**src/rtl/exc_entry_pkg.sv**
```systemverilog
package exc_entry_pkg;
  localparam int ST_W   = 8;
  localparam int ST_IE  = 1;
  localparam int ST_BIP = 2;
  localparam int ST_UM  = 3;
  localparam int ST_UMS = 4;
  localparam int ST_VM  = 5;
  localparam int ST_VMS = 6;
  localparam int ST_EIP = 7;

  localparam int SYN_W  = 16;
  localparam int CODE_W = 5;
  localparam int SYN_ST = 10;
  localparam int SYN_DS = 12;
  localparam int DET_LO = 5;
  localparam int DET_W  = 7;

  localparam int RF_IDX_W = 5;
  localparam logic [RF_IDX_W-1:0] RF_IRQ = 5'd14;
  localparam logic [RF_IDX_W-1:0] RF_BRK = 5'd16;
  localparam logic [RF_IDX_W-1:0] RF_EXC = 5'd17;

  localparam logic [7:0] OFS_IRQ = 8'h10;
  localparam logic [7:0] OFS_BRK = 8'h18;
  localparam logic [7:0] OFS_EXC = 8'h20;

  localparam logic [CODE_W-1:0] C_UNAL   = 5'd1;
  localparam logic [CODE_W-1:0] C_PROT_D = 5'd16;
  localparam logic [CODE_W-1:0] C_PROT_I = 5'd17;
  localparam logic [CODE_W-1:0] C_MISS_D = 5'd18;
  localparam logic [CODE_W-1:0] C_MISS_I = 5'd19;

  typedef enum logic [2:0] {
    CS_NONE = 3'd0,
    CS_IRQ  = 3'd1,
    CS_BRK  = 3'd2,
    CS_HWX  = 3'd3,
    CS_MMU  = 3'd4
  } cause_e;
endpackage

```
**src/rtl/exc_cause_arb.sv**
```systemverilog
module exc_cause_arb
  import exc_entry_pkg::*;
#(
  parameter bit HAS_EXC = 1'b1
) (
  input  logic            irq_req,
  input  logic            brk_req,
  input  logic            hwx_req,
  input  logic            mmu_req,
  input  logic [ST_W-1:0] status,
  input  logic            in_dslot,
  input  logic            in_imm,
  output cause_e          cause
);
  logic irq_ok;
  logic hwx_ok;

  assign irq_ok = irq_req & status[ST_IE] & ~status[ST_EIP] & ~status[ST_BIP]
                  & ~in_dslot & ~in_imm;

  generate
    if (HAS_EXC) begin : g_hwx_on
      assign hwx_ok = hwx_req;
    end else begin : g_hwx_off
      assign hwx_ok = 1'b0;
    end
  endgenerate

  always_comb begin
    if (mmu_req)      cause = CS_MMU;
    else if (hwx_ok)  cause = CS_HWX;
    else if (brk_req) cause = CS_BRK;
    else if (irq_ok)  cause = CS_IRQ;
    else              cause = CS_NONE;
  end
endmodule

```
**src/rtl/exc_ret_calc.sv**
```systemverilog
module exc_ret_calc
  import exc_entry_pkg::*;
#(
  parameter int AW = 32,
  parameter logic [AW-1:0] VEC_BASE = '0
) (
  input  cause_e                cause,
  input  logic [AW-1:0]         pc,
  input  logic                  in_dslot,
  input  logic                  in_imm,
  input  logic                  br_imm,
  output logic [RF_IDX_W-1:0]   idx,
  output logic [AW-1:0]         data,
  output logic [AW-1:0]         vec
);
  logic [3:0] rewind;

  always_comb begin
    if (in_dslot) rewind = br_imm ? 4'd8 : 4'd4;
    else          rewind = in_imm ? 4'd4 : 4'd0;
  end

  always_comb begin
    idx  = '0;
    data = pc;
    vec  = VEC_BASE;
    unique case (cause)
      CS_IRQ: begin
        idx = RF_IRQ;
        vec = VEC_BASE + AW'(OFS_IRQ);
      end
      CS_BRK: begin
        idx = RF_BRK;
        vec = VEC_BASE + AW'(OFS_BRK);
      end
      CS_HWX: begin
        idx  = RF_EXC;
        data = pc + AW'(4);
        vec  = VEC_BASE + AW'(OFS_EXC);
      end
      CS_MMU: begin
        idx  = RF_EXC;
        data = pc - AW'(rewind);
        vec  = VEC_BASE + AW'(OFS_EXC);
      end
      default: ;
    endcase
  end
endmodule

```
**src/rtl/exc_status_upd.sv**
```systemverilog
module exc_status_upd
  import exc_entry_pkg::*;
(
  input  cause_e          cause,
  input  logic [ST_W-1:0] st_in,
  output logic [ST_W-1:0] st_out
);
  always_comb begin
    st_out         = st_in;
    st_out[ST_VMS] = st_in[ST_VM];
    st_out[ST_UMS] = st_in[ST_UM];
    st_out[ST_VM]  = 1'b0;
    st_out[ST_UM]  = 1'b0;
    unique case (cause)
      CS_IRQ:         st_out[ST_IE]  = 1'b0;
      CS_BRK:         st_out[ST_BIP] = 1'b1;
      CS_HWX, CS_MMU: st_out[ST_EIP] = 1'b1;
      default: ;
    endcase
  end
endmodule

```
**src/rtl/exc_syn_build.sv**
```systemverilog
module exc_syn_build
  import exc_entry_pkg::*;
(
  input  cause_e             cause,
  input  logic               in_dslot,
  input  logic               mmu_miss,
  input  logic               mmu_fetch,
  input  logic               mmu_store,
  input  logic [DET_W-1:0]   det,
  input  logic               det_vld,
  output logic [SYN_W-1:0]   syn
);
  always_comb begin
    syn = '0;
    if (cause == CS_MMU) begin
      if (mmu_miss) syn[CODE_W-1:0] = mmu_fetch ? C_MISS_I : C_MISS_D;
      else          syn[CODE_W-1:0] = mmu_fetch ? C_PROT_I : C_PROT_D;
      syn[SYN_ST] = mmu_store;
    end else begin
      syn[CODE_W-1:0] = C_UNAL;
      if (det_vld) syn[DET_LO +: DET_W] = det;
    end
    syn[SYN_DS] = in_dslot;
  end
endmodule

```
**src/rtl/exc_entry_ctrl.sv**
```systemverilog
module exc_entry_ctrl
  import exc_entry_pkg::*;
#(
  parameter int AW = 32,
  parameter logic [AW-1:0] VEC_BASE = '0,
  parameter bit HAS_EXC = 1'b1
) (
  input  logic                 clk,
  input  logic                 rst,
  input  logic [AW-1:0]        cur_pc,
  input  logic [ST_W-1:0]      cur_status,
  input  logic                 in_dslot,
  input  logic                 in_imm,
  input  logic                 br_imm,
  input  logic [AW-1:0]        br_target,
  input  logic                 irq_req,
  input  logic                 brk_req,
  input  logic                 mmu_req,
  input  logic                 mmu_miss,
  input  logic                 mmu_fetch,
  input  logic                 mmu_store,
  input  logic [AW-1:0]        mmu_addr,
  input  logic                 unal_req,
  input  logic [AW-1:0]        unal_addr,
  input  logic [DET_W-1:0]     unal_det,
  input  logic                 unal_det_vld,
  output logic                 enter,
  output logic [AW-1:0]        new_pc,
  output logic [ST_W-1:0]      new_status,
  output logic [RF_IDX_W-1:0]  rf_idx,
  output logic [AW-1:0]        rf_data,
  output logic [SYN_W-1:0]     syndrome,
  output logic [AW-1:0]        fault_addr,
  output logic [AW-1:0]        btr
);
  cause_e                cause;
  logic [RF_IDX_W-1:0]   idx_d;
  logic [AW-1:0]         data_d;
  logic [AW-1:0]         vec_d;
  logic [ST_W-1:0]       st_d;
  logic [SYN_W-1:0]      syn_d;
  logic                  is_exc;

  exc_cause_arb #(.HAS_EXC(HAS_EXC)) u_arb (
    .irq_req  (irq_req),
    .brk_req  (brk_req),
    .hwx_req  (unal_req),
    .mmu_req  (mmu_req),
    .status   (cur_status),
    .in_dslot (in_dslot),
    .in_imm   (in_imm),
    .cause    (cause)
  );

  exc_ret_calc #(.AW(AW), .VEC_BASE(VEC_BASE)) u_ret (
    .cause    (cause),
    .pc       (cur_pc),
    .in_dslot (in_dslot),
    .in_imm   (in_imm),
    .br_imm   (br_imm),
    .idx      (idx_d),
    .data     (data_d),
    .vec      (vec_d)
  );

  exc_status_upd u_st (
    .cause  (cause),
    .st_in  (cur_status),
    .st_out (st_d)
  );

  exc_syn_build u_syn (
    .cause     (cause),
    .in_dslot  (in_dslot),
    .mmu_miss  (mmu_miss),
    .mmu_fetch (mmu_fetch),
    .mmu_store (mmu_store),
    .det       (unal_det),
    .det_vld   (unal_det_vld),
    .syn       (syn_d)
  );

  assign is_exc = (cause == CS_MMU) || (cause == CS_HWX);

  always_ff @(posedge clk) begin
    if (rst) begin
      enter      <= 1'b0;
      new_pc     <= '0;
      new_status <= '0;
      rf_idx     <= '0;
      rf_data    <= '0;
      syndrome   <= '0;
      fault_addr <= '0;
      btr        <= '0;
    end else begin
      enter <= (cause != CS_NONE);
      if (cause != CS_NONE) begin
        new_pc     <= vec_d;
        new_status <= st_d;
        rf_idx     <= idx_d;
        rf_data    <= data_d;
      end
      if (is_exc) begin
        syndrome   <= syn_d;
        fault_addr <= (cause == CS_MMU) ? mmu_addr : unal_addr;
        if (in_dslot) btr <= br_target;
      end
    end
  end
endmodule

```
**config.mk**
```make
export PLATFORM = sky130hd
export DESIGN_NAME = exc_entry_ctrl
export DESIGN_NICKNAME = d
export VERILOG_FILES = /design/src/rtl/exc_entry_pkg.sv /design/src/rtl/exc_cause_arb.sv /design/src/rtl/exc_ret_calc.sv /design/src/rtl/exc_status_upd.sv /design/src/rtl/exc_syn_build.sv /design/src/rtl/exc_entry_ctrl.sv
export SDC_FILE = /design/constraint.sdc
export NUM_CORES = 1
export LEC_CHECK = 0
export CAP_MARGIN = 20
export CORE_MARGIN = 10
export CORE_UTILIZATION = 45
export CTS_CLUSTER_DIAMETER = 80
export DETAILED_ROUTE_END_ITERATION = 10
export GPL_TIMING_DRIVEN = 0
export PLACE_DENSITY = 0.95
export SLEW_MARGIN = 20
export SYNTH_ARGS = -nofsm -noshare
export SYNTH_HDL_FRONTEND = slang
export SYNTH_SLANG_ARGS = --single-unit
```
**constraint.sdc**
```tcl
create_clock -name clk -period 8.4 [get_ports clk]
set_input_delay 0.84 -clock clk [delete_from_list [all_inputs] [get_ports clk]]
set_output_delay 0.84 -clock clk [all_outputs]
set_load 0.03 [all_outputs]
```
==> impl_metrics.tcl <==
set metrics [dict create \
    status "completed" \
    final_cell_mix "clkdlybuf4s50_1, nand2_1, dfxtp_1" \
    start_util 0.460 \
    netlist_area_mm2 0.00672 \
    drc 0 \
    drt-initial-drc-count 645 \
    cts_made_buffers 17 \
    cts.path.max_buffers 2 \
    synthCells 859 \
    firstDrtPassIters 5 \
    r2r_slack_ns 7.39 \
    layout.cells.non_filler 1383 \
    cts_resized 0 \
    cts-htree-levels 4 \
    crit_path_start_kind "input port" \
    crit_family "buffers and inverters" \
    powerDensity_mw_per_mm2 188 \
    die_area_mm2 0.0202 \
    fin_crit_ns 4.32 \
    ys_ff_latch 119 \
    synth-main-ff-cell "dfxtp_1" \
    peakVddDrop_mv 0.138 \
    tns_ns 0 \
    ctsRootBufferMaster "clkbuf_16" \
    yosysWarnings 0 \
    synth.avg_cell_area_um2 7.82 \
    slew_headroom 0.481 \
    synth_edf_count 0 \
    final_util 0.715 \
    gp_congestion 0.987 \
    nets 1373 \
    seq_area_frac_synth 0.355 \
    async_reset_ff_frac 0 \
    rows 44 \
    io_buffers 274 \
    ctsHoldBuffers 0 \
    cp_data_required_time_ns 8.66 \
    clock-skew-final_ns 0 \
    grt_pass1_wl_um 43400 \
    drv_slew 0 \
    core_mm2 0.0146 \
    grt_pass1_vias 7673 \
    area_growth_syn_to_layout_pct 55.3 \
    worstMarginPinSlew_ns 0.779 \
    wl_per_cell_um 21.0 \
    cpMaxStageDelayCell "buf_2" \
    via_per_inst 5.56 \
    dp_cells 1352 \
    ys_types 65 \
    clkTransAtPathRegs_ns 0.06 \
    grt_max_degree 33 \
    detail-route-antenna-nets 0 \
    cp.arrival_ns 4.58 \
    setup_violations 0 \
    clk_latency_ns 0.41 \
    vias 7688 \
    diodes 0 \
    cts_tree "built" \
    finalHoldViolCount 0 \
    slowest_delay_ns 0.56 \
    grt.overflow.total 0 \
    drt_wl_total_um 29100 \
    maxCapViolations 0 \
    critPathKind "input port to register" \
    die_x_um 142 \
    io_pins 314 \
    grt_antenna_before_repair 0 \
    crit_buf_inv 3 \
    crit_fanout 32 \
    p_leak_nw 4.34 \
    rsz0062_at_grt "false" \
    cpMostUsedCell "clkbuf_1" \
    die_h_um 142 \
    worstHoldPathType "register to register" \
    cts_sinks 119 \
    final_common_cell "clkdlybuf4s50_1" \
    drive_above_1_share 0.0817 \
    max_freq_ghz 0.232 \
    path_cells "buf_2 -> clkbuf_1 -> clkbuf_1 -> and2_1 -> ha_1 -> nor2b_2 -> o2111ai_1 -> a2111oi_2 -> nor2_1 -> o21ai_2 -> mux2i_1 -> a31oi_1" \
    grt_usage 0.272 \
    hpwl_um 22800 \
    postCtsSetupBuffers 0 \
    fin_crit_sh 0.514 \
    end_kind "register" \
]
-- metal layers --
metal | part of all wire | wire length, um | global-route usage
met4 | 0.031 | 903 | 0.105
met1 | 0.37 | 10900 | 0.308
met3 | 0.10 | 2950 | 0.0784
met5 | 0 | 0 | 0
met2 | 0.49 | 14300 | 0.472
-- registers in the layout (all words and copies together) (netlist names) --
| signal | cells |
|---|---|
| rf_data | 32 |
| enter | 1 |
| fault_addr | 32 |
| syndrome | 11 |
| rf_idx | 3 |
| new_status | 6 |
| new_pc | 2 |
| btr | 32 |
-- synth_stat cells, types with 5 or more instances --
cell / count / area, um2
nand3_1: 10 / 50.1
clkbuf_1: 41 / 154
a22oi_1: 6 / 45.0
a211oi_1: 10 / 75.1
clkbuf_8: 5 / 68.8
or3_1: 7 / 43.8
and2_1: 5 / 31.3
buf_1: 6 / 22.5
nand2_1: 126 / 473
o21a_1: 5 / 37.5
dfxtp_1: 119 / 2380
mux2i_1: 37 / 370
inv_1: 9 / 33.8
and3_1: 7 / 43.8
o21ai_0: 32 / 160
nand4_1: 7 / 43.8
nor2_1: 113 / 424
xor2_1: 5 / 43.8
o22ai_1: 6 / 37.5
ha_1: 29 / 363
buf_4: 39 / 293
or2_2: 5 / 31.3
a31oi_1: 11 / 68.8
a311oi_1: 6 / 52.6
a21o_1: 17 / 128
xnor2_1: 14 / 123
a21oi_1: 110 / 551
nor3_1: 13 / 65.1
-- kinds of logic (layout without fill, tap and decap cells) --
group | after synthesis | after routing | synth area share
fa+ha+maj | 30 | 30 | 0.0570
simple gates | 308 | 308 | 0.196
mux | 40 | 40 | 0.0602
flops | 119 | 119 | 0.355
buf+inv | 107 | 412 | 0.0915
other cells | 1 | 36 | 0.000558
compound gates | 235 | 235 | 0.216
xor+xnor | 19 | 19 | 0.0248
-- power by group --
part,internal (mW),switching (mW)
Combinational,0.246,0.324
Sequential,0.608,0.0248
Clock,0.477,0.282
-- final cells by class --
type	instances	area, um2
Buffer	97	577
Clock buffer	18	439
Clock inverter	13	173
Fill cell	1116	4160
Inverter	10	37.5
Multi-Input combinational cell	668	3850
Sequential cell	119	2380
Tap cell	184	230
Timing Repair Buffer	274	2740
-- metrics by stage --
step | hold WS (ns) | cell area, um2 | setup WS [ns] | power [mW]
finish | 0.450 | 10400 | 4.08 | 1.96
global route | 0.470 | 10400 | 3.85 | 2.04
CTS | 0.452 | 10400 | 4.10 | 1.96
detailed placement | 0.446 | 9810 | 3.68 | 1.20
global placement | 0.438 | 9820 | 2.84 | 1.19
floorplan | 0.579 | 6850 | 5.00 | 0.966
-- tightest hold or removal path: cells and delay by family, from the launching register on --
kind	cells	cell delay, ns
compound gates	1	0.05
simple gates	1	0.05
flops	1	0.31
-- path summary, 6_finish.rpt --
check        cells past startpoint          end        start
max                             12  rf_data[27]      mmu_req
min                              2   rf_data[1]   rf_data[1]
min reg2reg                      2   rf_data[1]   rf_data[1]
max reg2reg                      3  rf_data[25]  rf_data[25]
Note: power is estimated with default switching activity, not from simulation.
